`config.mk`:
```
export PLATFORM = sky130hd
export DESIGN_NAME = brtrace_ser
export DESIGN_NICKNAME = d
export VERILOG_FILES = /design/src/rtl/bts_pkg.sv /design/src/rtl/bts_evq.sv /design/src/rtl/bts_seq.sv /design/src/rtl/bts_out.sv /design/src/rtl/brtrace_ser.sv
export SDC_FILE = /design/constraint.sdc
export NUM_CORES = 1
export LEC_CHECK = 0
export ABC_AREA = 1
export CAP_MARGIN = 25
export CELL_PAD_IN_SITES_DETAIL_PLACEMENT = 1
export CELL_PAD_IN_SITES_GLOBAL_PLACEMENT = 1
export CORE_UTILIZATION = 50
export CTS_CLUSTER_DIAMETER = 120
export DETAILED_ROUTE_END_ITERATION = 7
export DONT_BUFFER_PORTS = 1
export PLACE_DENSITY = 0.92
export SYNTH_ARGS = -nofsm -noshare
export SYNTH_HDL_FRONTEND = slang
export SYNTH_SLANG_ARGS = --single-unit
```
`constraint.sdc`:
```
create_clock -name clk -period 5.6 [get_ports clk]
set_clock_uncertainty 0.05 [all_clocks]
set_input_delay 0.56 -clock clk [delete_from_list [all_inputs] [get_ports clk]]
set_output_delay 0.56 -clock clk [all_outputs]
set_load 0.005 [all_outputs]
```
`src/rtl/bts_pkg.sv`:
```
package bts_pkg;
   localparam int AW = 32;

   localparam logic [3:0] PST_BRANCH = 4'h5;
   localparam logic [3:0] PST_MARK0  = 4'h9;
   localparam logic [3:0] PST_STOP   = 4'hE;
   localparam logic [3:0] PST_HALT   = 4'hF;

   // len: 0 = 2 bytes, 1 = 3 bytes, 2 = 4 bytes
   typedef struct packed {
      logic [AW-1:0] addr;
      logic          show;
      logic [1:0]    len;
   } trace_ev_t;

   function automatic logic [1:0] len_code(input logic [1:0] sel);
      return (sel == 2'd3) ? 2'd2 : sel;
   endfunction
endpackage

```
`src/rtl/bts_evq.sv`:
```
module bts_evq
   import bts_pkg::*;
#(
   parameter int DEPTH = 2,
   localparam int CW = $clog2(DEPTH + 1)
) (
   input  logic            clk,
   input  logic            rst_n,
   input  logic            flush,
   input  logic            push,
   input  logic            pop,
   input  trace_ev_t       din,
   output trace_ev_t       dout,
   output logic            empty,
   output logic            full,
   output logic [CW-1:0]   count
);
   always_ff @(posedge clk or negedge rst_n) begin
      if (!rst_n)     count <= '0;
      else if (flush) count <= '0;
      else            count <= count + CW'(push) - CW'(pop);
   end

   assign empty = (count == '0);
   assign full  = (count == CW'(DEPTH));

   generate
      if (DEPTH == 1) begin : g_single
         trace_ev_t hold_q;
         always_ff @(posedge clk or negedge rst_n) begin
            if (!rst_n)    hold_q <= '0;
            else if (push) hold_q <= din;
         end
         assign dout = hold_q;
      end else begin : g_ring
         localparam int PW = $clog2(DEPTH);
         trace_ev_t      mem [DEPTH];
         logic [PW-1:0]  wp, rp;

         function automatic logic [PW-1:0] step_ptr(input logic [PW-1:0] p);
            return (p == PW'(DEPTH - 1)) ? '0 : p + PW'(1);
         endfunction

         always_ff @(posedge clk or negedge rst_n) begin
            if (!rst_n) begin
               wp <= '0;
               rp <= '0;
            end else if (flush) begin
               wp <= '0;
               rp <= '0;
            end else begin
               if (push) wp <= step_ptr(wp);
               if (pop)  rp <= step_ptr(rp);
            end
         end

         always_ff @(posedge clk or negedge rst_n) begin
            if (!rst_n) begin
               for (int i = 0; i < DEPTH; i++) mem[i] <= '0;
            end else if (push) begin
               mem[wp] <= din;
            end
         end

         assign dout = mem[rp];
      end
   endgenerate
endmodule

```
`src/rtl/bts_seq.sv`:
```
module bts_seq
   import bts_pkg::*;
#(
   parameter int SW = 4
) (
   input  logic          clk,
   input  logic          rst_n,
   input  logic          clear,
   input  logic          hold,
   input  logic          load_valid,
   input  trace_ev_t     load_ev,
   output logic          active,
   output logic          free,
   output logic [SW-1:0] slot,
   output trace_ev_t     cur
);
   logic [SW-1:0] last;

   // slot 0: branch code, slot 1: marker, slots 2..: nibbles
   always_comb last = cur.show ? SW'(5 + 2 * int'(cur.len)) : '0;
   assign free = !active || (slot == last);

   always_ff @(posedge clk or negedge rst_n) begin
      if (!rst_n) begin
         active <= 1'b0;
         slot   <= '0;
         cur    <= '0;
      end else if (clear) begin
         active <= 1'b0;
         slot   <= '0;
      end else if (!hold) begin
         if (free) begin
            if (load_valid) begin
               cur    <= load_ev;
               active <= 1'b1;
               slot   <= '0;
            end else begin
               active <= 1'b0;
            end
         end else begin
            slot <= slot + SW'(1);
         end
      end
   end
endmodule

```
`src/rtl/bts_out.sv`:
```
module bts_out
   import bts_pkg::*;
#(
   parameter int         SW       = 4,
   parameter logic [3:0] IDLE_PST = 4'h0
) (
   input  logic          halted,
   input  logic          stopped,
   input  logic          active,
   input  logic [SW-1:0] slot,
   input  trace_ev_t     cur,
   output logic [3:0]    pst,
   output logic [3:0]    ddata
);
   logic [AW-1:0] shifted;

   always_comb begin
      shifted = cur.addr >> {slot - SW'(2), 2'b00};
      pst     = IDLE_PST;
      ddata   = 4'h0;
      if (halted) begin
         pst = PST_HALT;
      end else if (stopped) begin
         pst = PST_STOP;
      end else if (active) begin
         if (slot == '0)             pst = PST_BRANCH;
         else if (slot == SW'(1))    pst = PST_MARK0 + {2'b00, cur.len};
         else                        ddata = shifted[3:0];
      end
   end
endmodule

```
`src/rtl/brtrace_ser.sv`:
```
module brtrace_ser
   import bts_pkg::*;
#(
   parameter int         QUEUE_DEPTH = 2,
   parameter logic [3:0] IDLE_PST    = 4'h0,
   localparam int        SW          = 4,
   localparam int        CW          = $clog2(QUEUE_DEPTH + 1)
) (
   input  logic          clk,
   input  logic          rst_n,
   input  logic          br_taken_i,
   input  logic          br_variant_i,
   input  logic [31:0]   br_target_i,
   input  logic          show_addr_i,
   input  logic [1:0]    addr_len_i,
   input  logic          stop_i,
   input  logic          irq_i,
   input  logic          halt_i,
   input  logic          restart_i,
   output logic [3:0]    pst_o,
   output logic [3:0]    ddata_o,
   output logic          ovf_o
);
   generate
      if (QUEUE_DEPTH < 1) begin : g_bad_depth
         $error("brtrace_ser: QUEUE_DEPTH must be at least 1");
      end
      if (AW != 32) begin : g_bad_width
         $error("brtrace_ser: event address width must be 32");
      end
      if (IDLE_PST >= PST_BRANCH) begin : g_bad_idle
         $error("brtrace_ser: idle code must lie below the branch code");
      end
   endgenerate

   logic halted_q, stopped_q, halted_n, stopped_n, run;
   logic accept, push, pop, drop, load_valid;
   logic q_empty, q_full, seq_active, seq_free;
   logic [CW-1:0] q_count;
   logic [SW-1:0] seq_slot;
   trace_ev_t     inc_ev, q_head, load_ev, cur_ev;

   assign halted_n  = halt_i | (halted_q & ~restart_i);
   assign stopped_n = ~halt_i & (stop_i | (stopped_q & ~irq_i));
   assign run       = ~halted_n & ~stopped_n;
   assign accept    = br_taken_i & ~halted_q & ~stopped_q & ~halt_i & ~stop_i;

   always_comb begin
      inc_ev.addr = br_target_i;
      inc_ev.show = br_variant_i & show_addr_i;
      inc_ev.len  = len_code(addr_len_i);
   end

   assign pop        = run & seq_free & ~q_empty;
   assign drop       = accept & ~seq_free & q_full;
   assign push       = accept & (~q_empty | ~seq_free) & ~drop;
   assign load_valid = run & seq_free & (~q_empty | accept);
   assign load_ev    = q_empty ? inc_ev : q_head;

   always_ff @(posedge clk or negedge rst_n) begin
      if (!rst_n) begin
         halted_q  <= 1'b0;
         stopped_q <= 1'b0;
         ovf_o     <= 1'b0;
      end else begin
         halted_q  <= halted_n;
         stopped_q <= stopped_n;
         ovf_o     <= ovf_o | drop;
      end
   end

   bts_evq #(.DEPTH(QUEUE_DEPTH)) u_queue (
      .clk   (clk),
      .rst_n (rst_n),
      .flush (halted_n),
      .push  (push),
      .pop   (pop),
      .din   (inc_ev),
      .dout  (q_head),
      .empty (q_empty),
      .full  (q_full),
      .count (q_count)
   );

   bts_seq #(.SW(SW)) u_seq (
      .clk        (clk),
      .rst_n      (rst_n),
      .clear      (halted_n),
      .hold       (stopped_n),
      .load_valid (load_valid),
      .load_ev    (load_ev),
      .active     (seq_active),
      .free       (seq_free),
      .slot       (seq_slot),
      .cur        (cur_ev)
   );

   bts_out #(.SW(SW), .IDLE_PST(IDLE_PST)) u_out (
      .halted  (halted_q),
      .stopped (stopped_q),
      .active  (seq_active),
      .slot    (seq_slot),
      .cur     (cur_ev),
      .pst     (pst_o),
      .ddata   (ddata_o)
   );
endmodule

```
# ---- Yosys cells after proc, flatten, opt, wreduce, memory -nomap -nowiden
# Cells that the tools add are included.
dict set report totals {
  regBits 117
  in_bits 43
  out_inout_bits 9
  elab_cells 114
}
dict set report op_classes {
  addsub 8
  n_lt_le_gt_ge 3
  eq_ne 6
  shift 1
  muxes 34
  n_bitwise 34
  n_reduce_logical 11
}
# cell n
set ops {}
lappend ops {{35-bit 2-to-1 mux} 5}
lappend ops {{70-bit bitwise mux} 1}
lappend ops {{4-bit 2-to-1 mux} 15}
lappend ops {{35-bit demux with 1-bit select} 1}
lappend ops {{32-bit by 6-bit >> shifter with 4-bit output} 1}
lappend ops {{1-bit bitwise AND} 16}
lappend ops {{1-bit inverter} 11}
lappend ops {{1-bit 2-to-1 mux} 10}
lappend ops {{2-bit nonzero test} 3}
lappend ops {{1-bit bitwise OR} 5}
lappend ops {{3-bit by 3-bit adder with 4-bit output (first input constant)} 1}
lappend ops {{4-bit by 1-bit adder with 4-bit output (second input constant)} 1}
lappend ops {{4-bit by 2-bit adder with 4-bit output (first input constant)} 1}
lappend ops {{2-bit equality test (second input constant)} 2}
lappend ops {{4-bit by 1-bit equality test with 1-bit output (second input constant)} 1}
lappend ops {{4-bit equality test} 1}
lappend ops {{2-bit greater-or-equal comparator (second input constant)} 2}
lappend ops {{4-bit logical NOT} 1}
lappend ops {{2-bit 2-to-1 mux} 2}
lappend ops {{1-bit inverter with 2-bit output} 2}
lappend ops {{2-bit AND reduction} 2}
lappend ops {{4-bit AND reduction} 1}
lappend ops {{4-bit by 2-bit subtractor with 4-bit output (second input constant)} 1}
lappend ops {{3-bit inequality test (second input constant)} 1}
lappend ops {{9 further kinds} 10}

# ---- Logic depth before layout (Yosys ltp)
dict set report depth {
  word_depth 12
  depth_mapped 14
  depth_no_buf 14
}

# ---- Cells and area by module
# From an unflattened synthesis, not the netlist that was laid out.
dict set report unflattened {
  cells_unflattened 716
  area_unflattened_um2 6379.9
}
# mod instances cells_each area_per_inst_um2
set by_module_without_submodules {}
lappend by_module_without_submodules {bts_evq 1 326 3330.7}
lappend by_module_without_submodules {bts_seq 1 207 1924.3}
lappend by_module_without_submodules {brtrace_ser 1 70 638.1}
lappend by_module_without_submodules {bts_out 1 113 486.7}

# ---- Worst setup path before layout
# Ideal clock, no wire load.
dict set report synth_timing {
  path_kind {reg-to-output}
  from {reg u_seq.slot[0]}
  to {out ddata_o[0]}
  arrival_ns 1.628
  required_time_ns 4.990
  slack_ns 3.362
  path_stages_with_launch 9
  n_path_buf 1
  path_cell_list {dfrtp_1 > inv_2 > clkbuf_1 > ha_1 > nand2_1 > nand2_1 > nor4_1 > nand2_1 > a31oi_1}
}
dict set report synth_between {
  elab_chain_len 7
  word_cells_on_any_way 9
  cone_classes {add/sub (1); eq/ne (1); shift (1); mux (5); reduce/logical (1)}
}
# item line
set synth_lines {}
lappend synth_lines {{start: declaration} bts_seq.sv:14} ;# output logic [SW-1:0] slot,
lappend synth_lines {{start signal: assignment} bts_seq.sv:41} ;# slot <= slot + SW'(1);
lappend synth_lines {{4-bit by 2-bit subtractor with 4-bit output} bts_out.sv:18} ;# shifted = cur.addr >> {slot - SW'(2), 2'b00};
lappend synth_lines {{32-bit by 6-bit >> shifter with 4-bit output} bts_out.sv:18}
lappend synth_lines {{4-bit 2-to-1 mux} bts_out.sv:27} ;# else if (slot == SW'(1)) pst = PST_MARK0 + {2'b00, cur.len};
lappend synth_lines {{4-bit 2-to-1 mux (*)} bts_out.sv:26} ;# if (slot == '0) pst = PST_BRANCH;
lappend synth_lines {{4-bit 2-to-1 mux (*)} bts_out.sv:25} ;# end else if (active) begin
lappend synth_lines {{4-bit 2-to-1 mux (*)} bts_out.sv:23} ;# end else if (stopped) begin
lappend synth_lines {{4-bit 2-to-1 mux (*)} bts_out.sv:21} ;# if (halted) begin
lappend synth_lines {{end: declaration} brtrace_ser.sv:21} ;# output logic [3:0] ddata_o,
# Mark *: on every way between the ends. The rest lies on a longest branch, timed or not.

# ---- Worst setup path in the final report
dict set report layout_timing {
  from {reg u_seq.slot[0]}
  to {out ddata_o[2]}
}
# The elaborated chain is that of the path after synthesis.

==> results.cfg <==
[timing]
grt_setup_unrepaired = false
relSlewSlack_pct = 44.31
max_freq_mhz = 295.4
period_share_pct = 60.45
fin_setup_tns_ns = 0
hold_violations = 0
setup_violations = 0
worstMarginPinSlew_ns = 0.8354
slew_viol_final = 0
fin_crit_ns = 3.385

[detailed_routing]
drcViolationCount = 10
drtIter0Drc = 553
first_pass_iters = 8
wire_per_inst_um = 22.69
routed_via_density = 6.264
num_vias = 5644
wl_um = 20450
ant_nets = 0

[placement]
dp_hpwl_um = 11320
place_congestion = 0.9366
io_buffers = 0

[synth]
avgSynthCellArea_um2 = 7.796
yosysWarningCount = 0
netlist_area_um2 = 5948
syn_inst = 763
synthesis.nets = 814
synth_cell_type_count = 34
synth-seq-cells = 117
yosysSeqAreaShare_pct = 49.22

[cells_and_area]
layout-drive-gt1-share_pct = 7.652
syn_to_final_growth_pct = 10.98
nets = 796
layout_commonest_cell = nand2_1
mostFrequentLayoutCells = nand2_1 (277), dfrtp_1 (117), o21ai_0 (87), nand3_1 (82), a21oi_1 (55)
antenna_cells = 0

[die]
io_pins = 52
dieArea_um2 = 12340
num_rows = 39
initial_core_util_pct = 51.65
die_width_um = 111.1
core-area_um2 = 11520
die_y_um = 111.1

[critical_path]
startpoint_type = register
arrival_ns = 2.78
crit_type = register to output port
path_max_fanout = 22
r2r_slack_ns = 2.32
required_ns = 4.99
cp_slowest_stage_delay_ns = 0.77
path_cells = inv_2 > ha_1 > nand2_1 > nand2_1 > nor4_1 > nand2_1 > a31oi_1
cp_common_cell = nand2_1
cp_slowest_cell = dfrtp_1
critPathCaptureType = output port

[clock_network]
cts_root_buf = clkbuf_16
clock_path_buffers = 2
cts_setup_buffers = 0
clk_pin_slew_worst_paths_ns = 0.06
cts_tree = built
clock-sinks = 117
htreeDepth = 4
cts_made_buffers = 17
clkLatencyLatePin_ns = 0.42

[global_route]
grt_overflow = 0
grtUsageTotal_pct = 35.40
grt_antenna_before_repair = 0
grt_pass1_vias = 6064
grt_pass1_wl_um = 33200
grt_max_degree = 118

[outcome]
violations = DRC
status = finished with violations

[pwr]
p_leak_uw = 0.003237
total_power_uw = 2155
ir_drop_mv = 0.2651
powerDensity_nw_per_um2 = 326.5

[min_path]
hold_path_class = input pin to asynchronous set/reset pin

[job]
cap_viol_max_count = 0
stage by stage:
stage	instance area, um2	util, %	hold WS, ns	worst slack (ns)	std cells
floorplan	5948	-	0.2144	3.362	763
global placement	5911	51.33	0.2197	2.747	866
finish	6601	57.32	0.05476	2.215	901
detailed placement	5938	51.56	0.2190	2.553	867
CTS	6574	57.08	0.07773	2.221	900
global route	6601	57.32	0.09110	1.975	901
final cells by class:
class,count,area [um2]
Fill cell,1390,4915
Sequential cell,117,2928
Multi-Input combinational cell,556,2594
Clock buffer,20,456.7
Tap cell,143,178.9
Inverter,44,165.2
Clock inverter,12,151.4
Timing Repair Buffer,9,127.6
cells in the mapped netlist:
cell type | n | area, um2
nor4_1 | 1 | 6.260
a2bb2oi_1 | 1 | 8.760
nand4_2 | 1 | 12.51
nand3_2 | 2 | 20.02
o21ai_2 | 1 | 8.760
xor2_1 | 3 | 26.28
o31ai_1 | 1 | 7.510
nand4_4 | 1 | 21.27
nor2_2 | 1 | 6.260
xnor2_1 | 2 | 17.52
nand3_4 | 1 | 17.52
o21ai_0 | 87 | 435.4
buf_6 | 7 | 78.83
nand3_1 | 82 | 410.4
ha_1 | 8 | 100.1
dfrtp_1 | 117 | 2928
nand2_2 | 2 | 12.51
buf_2 | 16 | 80.08
o21a_1 | 1 | 7.510
a21oi_1 | 55 | 275.3
nor3_1 | 2 | 10.01
clkbuf_1 | 18 | 67.56
nand2_1 | 277 | 1040
inv_1 | 38 | 142.6
a22oi_1 | 2 | 15.01
nand3b_1 | 1 | 7.510
nand2_4 | 2 | 22.52
inv_2 | 5 | 18.77
nand4_1 | 1 | 6.260
nor2_1 | 16 | 60.06
nor2_4 | 1 | 11.26
a31oi_1 | 4 | 25.02
clkinv_1 | 1 | 3.750
buf_4 | 5 | 37.54
final timing paths:
check,from,endpoint,depth (start not counted)
worst max-delay path,u_seq.slot[0],ddata_o[2],7
worst min-delay path,rst_n,u_queue.g_ring.wp,1
worst max register to register,u_seq.slot[0],u_queue.g_ring.mem[55],11
worst min register to register,u_queue.g_ring.mem[69],u_queue.g_ring.mem[69],2
max in group asynchronous,rst_n,u_queue.g_ring.mem[61],1
min in group clk,halt_i,stopped_q,1
report_power, final:
group	total, uW	switching [uW]	leakage (uW)	internal [uW]
Clock	1130	407	0.000297	722
Sequential	914	30.8	0.00160	883
Combinational	113	80.0	0.00134	32.6
critical path, delay by kind of cell, from the launching register on:
| family | cells | cell delay [ns] |
|---|---|---|
| adder cells (fa/ha/maj) | 1 | 0.32 |
| flip-flops | 1 | 0.77 |
| buffers and inverters | 1 | 0.31 |
| AND/OR/NAND/NOR | 4 | 0.73 |
| AO/OA/AOI/OAI | 1 | 0.22 |
routing by layer:
layer	vias to the layer above	part of all wire [%]	track usage (%)	wire length [um]
met4	0	4.2	17.30	860
met3	80	7.0	10.01	1438
met2	262	49	58.87	10080
met1	2849	39	42.33	8064
li1	2453	-	-	-
met5	-	0	0	0
sequential cells by signal, summed over array words and instances, names as in the netlist:
register,flops
u_queue.g_ring.rp,1
halted_q,1
u_seq.active,1
u_seq.slot,4
u_queue.count,2
u_seq.cur,35
ovf_o,1
u_queue.g_ring.mem,70
stopped_q,1
u_queue.g_ring.wp,1
kinds of logic after synthesis:
family	synth area share, %
AND/OR/NAND/NOR	27.98
flip-flops	49.22
buffers and inverters	7.215
adder cells (fa/ha/maj)	1.683
XOR/XNOR	0.7364
AO/OA/AOI/OAI	13.17
what timing repair did:
item | in CTS | in global routing
hold buffers | 1 | 0
gates resized for setup | 0 | 0
endpoints found under the hold margin | 117 | 0
Note: power is estimated with default switching activity, not from simulation.
